[config.mk]
export PLATFORM = sky130hd
export DESIGN_NAME = pll_even_divider
export DESIGN_NICKNAME = d
export VERILOG_FILES = /design/src/rtl/pll_div_pkg.sv /design/src/rtl/pll_div_shadow.sv /design/src/rtl/pll_div_core.sv /design/src/rtl/pll_even_divider.sv
export SDC_FILE = /design/constraint.sdc
export NUM_CORES = 1
export LEC_CHECK = 0
export ABC_AREA = 1
export BUFFER_PORTS_ARGS = -buffer_cell sky130_fd_sc_hd__buf_2
export CORE_MARGIN = 8
export CORE_UTILIZATION = 59
export DETAILED_ROUTE_END_ITERATION = 10
export MAX_ROUTING_LAYER = met4
export PLACE_DENSITY = 0.82
export SYNTH_ARGS = -nofsm -noshare
export SYNTH_HDL_FRONTEND = slang
export SYNTH_HIERARCHICAL = 1
export SYNTH_SLANG_ARGS = --single-unit
export TNS_END_PERCENT = 50
[constraint.sdc]
create_clock -name clk_pll_i -period 1.7 [get_ports clk_pll_i]
set_clock_uncertainty 0.05 [all_clocks]
set_input_delay 0.255 -clock clk_pll_i [delete_from_list [all_inputs] [get_ports clk_pll_i]]
set_output_delay 0.255 -clock clk_pll_i [all_outputs]
set_load 0.01 [all_outputs]
[src/rtl/pll_div_pkg.sv]
package pll_div_pkg;
    localparam int DEF_SET_W = 6;

    // odd setting <=> even ratio
    function automatic logic setting_legal(input logic lsb);
        return lsb;
    endfunction
endpackage

[src/rtl/pll_div_shadow.sv]
module pll_div_shadow
    import pll_div_pkg::*;
#(
    parameter int SET_W = DEF_SET_W
) (
    input  logic             clk_i,
    input  logic             rst_ni,
    input  logic             wr_en_i,
    input  logic             lock_i,
    input  logic [SET_W-1:0] wr_set_i,
    input  logic             take_i,
    output logic             pend_vld_o,
    output logic [SET_W-1:0] pend_set_o,
    output logic             err_o
);
    typedef struct packed {
        logic             vld;
        logic [SET_W-1:0] set;
        logic             err;
    } shd_t;

    shd_t s_d, s_q;

    always_comb begin
        s_d = s_q;
        if (take_i) s_d.vld = 1'b0;
        if (wr_en_i) begin
            if (lock_i && setting_legal(wr_set_i[0])) begin
                s_d.vld = 1'b1;
                s_d.set = wr_set_i;
                s_d.err = 1'b0;
            end else begin
                s_d.err = 1'b1;
            end
        end
    end

    always_ff @(posedge clk_i or negedge rst_ni) begin
        if (!rst_ni) s_q <= '0;
        else         s_q <= s_d;
    end

    assign pend_vld_o = s_q.vld;
    assign pend_set_o = s_q.set;
    assign err_o      = s_q.err;

    assert_unlocked_ignored_R6: assert property (@(posedge clk_i) disable iff (!rst_ni)
        (wr_en_i && !lock_i) |=> (err_o && pend_set_o == $past(pend_set_o)));

    assert_even_rejected_R5: assert property (@(posedge clk_i) disable iff (!rst_ni)
        (wr_en_i && !wr_set_i[0]) |=> (err_o && pend_set_o == $past(pend_set_o)));

    assert_accept_clears_R7: assert property (@(posedge clk_i) disable iff (!rst_ni)
        (wr_en_i && lock_i && wr_set_i[0]) |=> (!err_o && pend_vld_o));
endmodule

[src/rtl/pll_div_core.sv]
module pll_div_core
    import pll_div_pkg::*;
#(
    parameter int SET_W = DEF_SET_W
) (
    input  logic             clk_i,
    input  logic             rst_ni,
    input  logic             pend_vld_i,
    input  logic [SET_W-1:0] pend_set_i,
    output logic             take_o,
    output logic             div_o
);
    localparam logic [SET_W-1:0] RST_SET = SET_W'(1);

    typedef struct packed {
        logic [SET_W-1:0] cnt;
        logic [SET_W-1:0] set;
        logic             div;
    } core_t;

    core_t c_d, c_q;
    logic  term;

    // half period minus one is setting >> 1
    assign term   = (c_q.cnt == {1'b0, c_q.set[SET_W-1:1]});
    assign take_o = term && c_q.div && pend_vld_i;

    always_comb begin
        c_d = c_q;
        if (term) begin
            c_d.cnt = '0;
            c_d.div = ~c_q.div;
            if (take_o) c_d.set = pend_set_i;
        end else begin
            c_d.cnt = c_q.cnt + 1'b1;
        end
    end

    always_ff @(posedge clk_i or negedge rst_ni) begin
        if (!rst_ni) c_q <= '{cnt: '0, set: RST_SET, div: 1'b0};
        else         c_q <= c_d;
    end

    assign div_o = c_q.div;

    assert_active_odd_R5: assert property (@(posedge clk_i) disable iff (!rst_ni)
        c_q.set[0]);

    assert_change_at_fall_R4: assert property (@(posedge clk_i) disable iff (!rst_ni)
        (c_q.set != $past(c_q.set)) |-> ($past(c_q.div) && !c_q.div));

    assert_cnt_in_half_R2: assert property (@(posedge clk_i) disable iff (!rst_ni)
        c_q.cnt <= {1'b0, c_q.set[SET_W-1:1]});
endmodule

[src/rtl/pll_even_divider.sv]
module pll_even_divider
    import pll_div_pkg::*;
#(
    parameter int SET_W = DEF_SET_W
) (
    input  logic             clk_pll_i,
    input  logic             rst_ni,
    input  logic             pll_off_i,
    input  logic             bypass_clk_i,
    input  logic             lock_i,
    input  logic             wr_en_i,
    input  logic [SET_W-1:0] wr_set_i,
    output logic             clk_out_o,
    output logic             err_o
);
    logic             pend_vld;
    logic [SET_W-1:0] pend_set;
    logic             take;
    logic             div_clk;

    pll_div_shadow #(.SET_W(SET_W)) u_shadow (
        .clk_i      (clk_pll_i),
        .rst_ni     (rst_ni),
        .wr_en_i    (wr_en_i),
        .lock_i     (lock_i),
        .wr_set_i   (wr_set_i),
        .take_i     (take),
        .pend_vld_o (pend_vld),
        .pend_set_o (pend_set),
        .err_o      (err_o)
    );

    pll_div_core #(.SET_W(SET_W)) u_core (
        .clk_i      (clk_pll_i),
        .rst_ni     (rst_ni),
        .pend_vld_i (pend_vld),
        .pend_set_i (pend_set),
        .take_o     (take),
        .div_o      (div_clk)
    );

    assign clk_out_o = pll_off_i ? bypass_clk_i : div_clk;

    assert_bypass_R9: assert property (@(posedge clk_pll_i) disable iff (!rst_ni)
        pll_off_i |-> (clk_out_o == bypass_clk_i));
endmodule

-- Yosys cells after proc, flatten, opt, wreduce, memory -nomap -nowiden
Cells that the tools add are included.
- add/sub/neg operators: 1
- equality and inequality tests: 1
- mux-type cells: 6
- bitwise operators: 1
- reductions and logical operators: 5
- operators with widths (kind ; count):
    2-to-1 mux 8 bit ; 1
    2-to-1 mux 7 bit ; 1
    adder 6 x 1 -> 6 bit (second input constant) ; 1
    == test 6 x 5 -> 1 bit ; 1
    2-to-1 mux 6 bit ; 1
    AND reduction 2 bit ; 2
    logical AND 1 bit ; 3
    2-to-1 mux 1 bit ; 3
    NOT 1 bit ; 1
- register bits after elaboration: 21
- bits of input ports: 12
- output and inout port bits: 2
- logic and storage cells: 20

-- Depth between registers and ports, before layout
Gate-level depths: netlist of the first run.
- depth in word-level cells: 6
- gate-level depth with buffers: 8
- mapped depth without buffers: 8

-- Cells and area by module
Netlist of the first run, hierarchy kept.
- by module, submodules not included (module ; times used ; cells each ; area each (µm²) ; sequential area each (µm²)):
    pll_div_core ; 1 ; 94 ; 669.4 ; 300.3
    pll_div_shadow ; 1 ; 30 ; 312.8 ; 200.2
    pll_even_divider ; 1 ; 4 ; 15.0 ; 0.0

-- Worst setup path after synthesis of the first run
OpenSTA, ideal clock, no wires.
- path type: register to register
- start point: register u_core/c_q[11] in the netlist's numbering
- end point: register u_shadow.s_q (netlist bit u_shadow/pend_vld_o)
- library setup time: 0.128 ns
- arrival: 1.013 ns
- required time: 1.522 ns
- setup slack: 0.509 ns
- cell stages (with the launch flop): 9
- buffers on the path: 0
- clock period less this slack: 1.191 ns
- cell sequence: dfrtp_1 inv_2 nand2_1 nand2_1 nand2_1 nor2_2 nand4_1 inv_1 o21ai_0
- RTL lines (element ; line ; text):
    from (decl) ; pll_div_core.sv:21 ; core_t c_d, c_q;
    from (signal assigned) ; pll_div_core.sv:40 ; if (!rst_ni) c_q <= '{cnt: '0, set: RST_SET, div: 1'b0};
    to (signal assigned) ; pll_div_shadow.sv:39 ; if (!rst_ni) s_q <= '0;
    to (signal assigned) ; pll_div_shadow.sv:40 ; else s_q <= s_d;
    to (decl) ; pll_div_shadow.sv:22 ; shd_t s_d, s_q;

==> results of run 1 <==
## area by class of cell
cell class	count	share of cell area, %
inverter	21	7.292
tap	16	1.852
clock buffer	4	2.431
multi-input combinational	84	37.50
timing repair buffer	14	6.944
sequential	19	43.98
## power by group
| part | switching, mW | total [mW] | internal, mW |
|---|---|---|---|
| clock | 0.126 | 0.218 | 0.0912 |
| combinational | 0.419 | 0.686 | 0.268 |
| sequential | 0.172 | 0.786 | 0.613 |
| total | 0.718 | 1.69 | 0.972 |
## routing by layer
layer / track usage (%) / vias to the layer above / part of all wire, %
met2: 21.94 / 16 / 48
met1: 13.60 / 370 / 47
li1: - / 424 / -
met3: 2.247 / 4 / 2.9
met4: 6.186 / 0 / 2.1
met5: - / - / 0
## worst min path at each step
stage	start	endpoint	cells after the start
floorplan	rst_ni	u_core/c_q[10]	0
finish	wr_set_i[1]	u_shadow/pend_set_o[1]	3
detailed placement	rst_ni	u_core/c_q[10]	1
CTS	wr_set_i[1]	u_shadow/pend_set_o[1]	3
global placement	rst_ni	u_core/c_q[11]	1
global route	wr_set_i[1]	u_shadow/pend_set_o[1]	3
## worst max-delay path, delay by kind of cell, from the launching register on
kind                   cells  cell delay [ns]
AND/OR/NAND/NOR            5             0.48
flip-flops                 1             0.45
buffers and inverters      2             0.21
AO/OA/AOI/OAI              1             0.08
## what timing repair did
| item | in CTS | in global routing |
|---|---|---|
| endpoints found under the setup margin | 0 | 0 |
| buffers inserted | 0 | 0 |
| hold endpoints to repair | 19 | 0 |
| hold buffers | 1 | 0 |
## state kept, by name, indices dropped and copies added (netlist names)
register             count
u_core/c_q              11
u_shadow/err_o           1
u_shadow/pend_vld_o      1
u_shadow/pend_set_o      5
u_core/div_o             1
==> impl_metrics.env, run 1 <==
export IMPL_routabilityCongestion=0.8657
export IMPL_hold_path_class="input pin to flop"
export IMPL_viasPerCell=5.152
export IMPL_whs_ns=0.1556
export IMPL_multi_input_comb_area_um2=405.4
export IMPL_crit_top_cell="nand2_1"
export IMPL_max_freq_mhz=719.8
export IMPL_path_class="flop to flop"
export IMPL_insertedDiodeCount=0
export IMPL_hold_viol_final=0
export IMPL_finalNetCount=156
export IMPL_avgSynthCellArea_um2=7.717
export IMPL_grt_pass1_wl_um=3318
export IMPL_worstSetupStartpointType="flop"
export IMPL_gr_total_overflow=0
export IMPL_dpl_instance_area_mm2=0.001045
export IMPL_rsz0062_at_grt="no"
export IMPL_initial_core_util_pct=63.30
export IMPL_setup_violations=0
export IMPL_p_total_mw=1.690
export IMPL_drt_initial_drc_count=5
export IMPL_p_leak_nw=0.6184
export IMPL_cts_buffers=3
export IMPL_tritoncts="done"
export IMPL_post_dp_hpwl_um=1476
export IMPL_grt_max_degree=20
export IMPL_dp_cells=153
export IMPL_core_mm2=0.001524
export IMPL_wirelength_um=1888
export IMPL_antenna_found_initial=0
export IMPL_finalCritPeriodShare_pct=81.73
export IMPL_dieArea_mm2=0.003185
export IMPL_grt_pass1_vias=826
export IMPL_die_w_um=56.44
export IMPL_fill_cells=130
export IMPL_syn_area_um2=964.7
export IMPL_post_route_min_period_ns=1.389
export IMPL_fin_cells=158
export IMPL_slew_headroom_pct=72.17
export IMPL_syn_nets=138
export IMPL_end_kind="flop"
export IMPL_fin_area_mm2=0.001081
export IMPL_final_core_util_pct=70.94
export IMPL_io_pins=14
export IMPL_portBuffers=13
export IMPL_dr_pass1_iters=4
export IMPL_clock_sinks=19
export IMPL_synthToLayoutAreaGrowth_pct=12.06
export IMPL_crit_chain="inv_2 -> nand2_1 -> nand2_1 -> nand2_1 -> nor2_2 -> nand4_1 -> inv_1 -> o21ai_0"
export IMPL_tightest_slew_ns=0.4174
export IMPL_drive_gt1_share_pct=16.20
export IMPL_vias=814
export IMPL_status="finished, final reports clean"
export IMPL_finalWorstSetupSlack_ns=0.3106
export IMPL_worst_r2r_endpoint="u_shadow/pend_vld_o"
export IMPL_clock_latency_ns=0.29
export IMPL_layout_common_cells="49 x nand2_1, 19 x inv_1, 19 x dfrtp_1"
export IMPL_h_tree_depth=1
export IMPL_ctsLongestPathBuffers=2
export IMPL_crit_path_end="u_shadow/pend_vld_o"
export IMPL_rrSetupSlack_ns=0.31
export IMPL_ir_drop_uv=860.7
export IMPL_cp_required_ns=1.82
export IMPL_seq_area_um2=475.5
export IMPL_tns_ns=0
export IMPL_clock_root_buffer="clkbuf_4"
export IMPL_dp_slack_ns=0.3477
export IMPL_die_h_um=56.44
export IMPL_critPathMaxFanout=6
export IMPL_cts_resized=0
export IMPL_fp_row_count=14
export IMPL_crit_path_top_delay_cell="dfrtp_1"
export IMPL_grtUsageTotal_pct=12.71
export IMPL_ys_warn_count=6
export IMPL_r2r_start="u_core/c_q[11]"
export IMPL_startpoint="u_core/c_q[11]"
export IMPL_r2r_cells=8
export IMPL_wl_per_cell_um=11.95
export IMPL_drv_slew=0
export IMPL_synthCells=125
export IMPL_drv_cap=0
export IMPL_layout_commonest_cell="nand2_1"
export IMPL_cp_arrival_ns=1.51
export IMPL_slowest_delay_ns=0.45
export IMPL_postRouteAntennaNets=0
export IMPL_path_clk_slew_ns=0.09
export IMPL_pwr_density_cell_mw_per_mm2=1563
export IMPL_drc=0
(Power assumes the default switching activity.)
==> inputs of run 2 (changes only) <==
Settings changed: ABC_AREA 1 to 0, CORE_UTILIZATION 59 to 48, PLACE_DENSITY 0.82 to 0.72.
Clock period 1.7 ns to 1.2 ns, I/O delays scaled along.
==> run 2 against run 1 <==
Net effect: the run now ends with setup timing left; total power rose by 48%; utilization fell by 6.3 points; flip-flop and latch count did not move; combinational power rose by 65%; first-iteration DRC count rose by 20%; routed wire length fell by 17%; critical path depth fell by 3; global-route usage fell by 1.1 points; critical endpoint is now u_core/c_q[5]; highest routed layer unchanged.
==> impl_metrics.env, run 2 <==
export IMPL_initial_core_util_pct=50.00
export IMPL_finalWorstSetupSlack_ns=-0.5767
export IMPL_grt_max_degree=20
export IMPL_clock_sinks=19
export IMPL_pwr_density_cell_mw_per_mm2=2294
export IMPL_path_class="flop to flop"
export IMPL_core_mm2=0.001689
export IMPL_die_w_um=57.95
export IMPL_layout_commonest_cell="dfrtp_1"
export IMPL_power_frac_seq_pct=42.1
export IMPL_clock_latency_ns=0.29
export IMPL_dp_cells=100
export IMPL_startpoint="u_core/c_q[11]"
export IMPL_rrSetupSlack_ns=-0.58
export IMPL_worst_r2r_endpoint="u_core/c_q[5]"
export IMPL_dr_pass1_iters=4
export IMPL_r2r_cells=5
export IMPL_use_met1_pct=13.18
export IMPL_worstSetupStartpointType="flop"
export IMPL_synthToLayoutAreaGrowth_pct=29.33
export IMPL_max_freq_mhz=562.9
export IMPL_die_h_um=57.95
export IMPL_violations="setup timing"
export IMPL_syn_area_um2=844.6
export IMPL_r2r_start="u_core/c_q[11]"
export IMPL_dpl_instance_area_mm2=0.001013
export IMPL_post_route_min_period_ns=1.777
export IMPL_tns_ns=-5.474
export IMPL_gr_total_overflow=0
export IMPL_critPathMaxFanout=6
export IMPL_power_frac_clock_pct=12.7
export IMPL_path_clk_slew_ns=0.11
export IMPL_layout_common_cells="19 x dfrtp_1, 12 x buf_2, 11 x mux2_4"
export IMPL_slew_headroom_pct=72.66
export IMPL_cp_arrival_ns=1.91
export IMPL_fin_area_mm2=0.001092
export IMPL_fp_row_count=15
export IMPL_antenna_found_initial=0
export IMPL_vias=521
export IMPL_hold_depth=2
export IMPL_largest_reg_flops=11
export IMPL_drv_slew=0
export IMPL_insertedDiodeCount=0
export IMPL_tritoncts="done"
export IMPL_final_core_util_pct=64.67
export IMPL_syn_nets=72
export IMPL_drt_initial_drc_count=6
export IMPL_p_total_mw=2.506
export IMPL_grt_pass1_wl_um=2856
export IMPL_fin_cells=105
export IMPL_drv_cap=0
export IMPL_tightest_slew_ns=0.4101
export IMPL_viasPerCell=4.962
export IMPL_busiest_layer="met2"
export IMPL_grt_pass1_vias=622
export IMPL_ir_drop_uv=1116
export IMPL_power_frac_comb_pct=45.3
export IMPL_p_leak_nw=0.5407
export IMPL_regMostFlops="u_core/c_q"
export IMPL_drc=0
export IMPL_p_sw_share_pct=32.64
export IMPL_finalCritPeriodShare_pct=148.1
export IMPL_avgSynthCellArea_um2=14.31
export IMPL_rsz0062_at_grt="yes"
export IMPL_gr_usage_met2_pct=17.68
export IMPL_finalNetCount=102
export IMPL_status="finished, violations left"
export IMPL_wl_per_cell_um=14.86
export IMPL_dieArea_mm2=0.003358
export IMPL_crit_path_end="u_core/c_q[5]"
export IMPL_drive_gt1_share_pct=50.00
export IMPL_setup_violations=14
export IMPL_post_dp_hpwl_um=1122
export IMPL_wirelength_um=1560
export IMPL_hold_viol_final=0
export IMPL_grtUsageMet3_pct=3.974
export IMPL_clock_root_buffer="clkbuf_4"
export IMPL_io_pins=14
export IMPL_ys_warn_count=6
export IMPL_switching_power_uw=818.1
export IMPL_routabilityCongestion=0.7689
export IMPL_hold_path_class="input pin to flop"
export IMPL_internal_power_mw=1.688
export IMPL_end_kind="flop"
export IMPL_whs_ns=0.06183
export IMPL_cp_required_ns=1.33
export IMPL_synthCells=59
export IMPL_h_tree_depth=1
export IMPL_dp_slack_ns=-0.6518
export IMPL_cts_buffers=3
export IMPL_ctsLongestPathBuffers=2
export IMPL_grtUsageTotal_pct=11.62
export IMPL_postRouteAntennaNets=0
export IMPL_portBuffers=13
-- run 2: critical path, cell delays in order, from the launching register on --
cell and delay [ns]:
dfrtp_1 0.42, xor2_1 0.18, nor4_2 0.30, nor4b_4 0.25
buf_6 0.17, mux2_4 0.30
-- run 2: area by class of cell --
cell class,count,area [um^2]
Timing Repair Buffer,25,171.4
Clock buffer,3,22.52
Clock inverter,1,5.005
Inverter,1,3.754
Tap cell,17,21.27
Sequential cell,19,475.5
Multi-Input combinational cell,39,392.9
Fill cell,126,596.8
-- run 2: worst min-delay path by stage --
stage,end,from,slack (ns)
finish,u_shadow/pend_set_o[1],wr_set_i[1],0.06
global route,u_shadow/pend_set_o[3],wr_set_i[3],0.04
CTS,u_shadow/pend_set_o[1],wr_set_i[1],0.05
detailed placement,u_shadow/pend_set_o[4],rst_ni,0.09
global placement,u_shadow/pend_set_o[5],rst_ni,0.08
floorplan,u_core/c_q[10],rst_ni,-0.17
-- run 2: per-layer routing --
| metal | wire length, um | up-vias |
|---|---|---|
| met1 | 675 | 248 |
| met4 | 14 | 0 |
| met2 | 794 | 11 |
| met5 | 0 | - |
| li1 | - | 260 |
| met3 | 75 | 2 |
-- run 2: what timing repair did --
action | in CTS | in global routing
setup endpoints to repair | 14 | 14
buffers inserted | 0 | 0
hold buffers | 1 | 0
pin swaps | 5 | 2
hold endpoints to repair | 19 | 0
resized for setup | 9 | 1
-- run 2: power by group through the flow --
stage	Clock, mW	Sequential, mW	Combinational, mW
detailed placement	0	1.06	0.999
floorplan	0	1.05	0.574
global route	0.355	1.08	1.27
global placement	0	1.04	0.969
finish	0.317	1.05	1.13
CTS	0.337	1.06	1.13
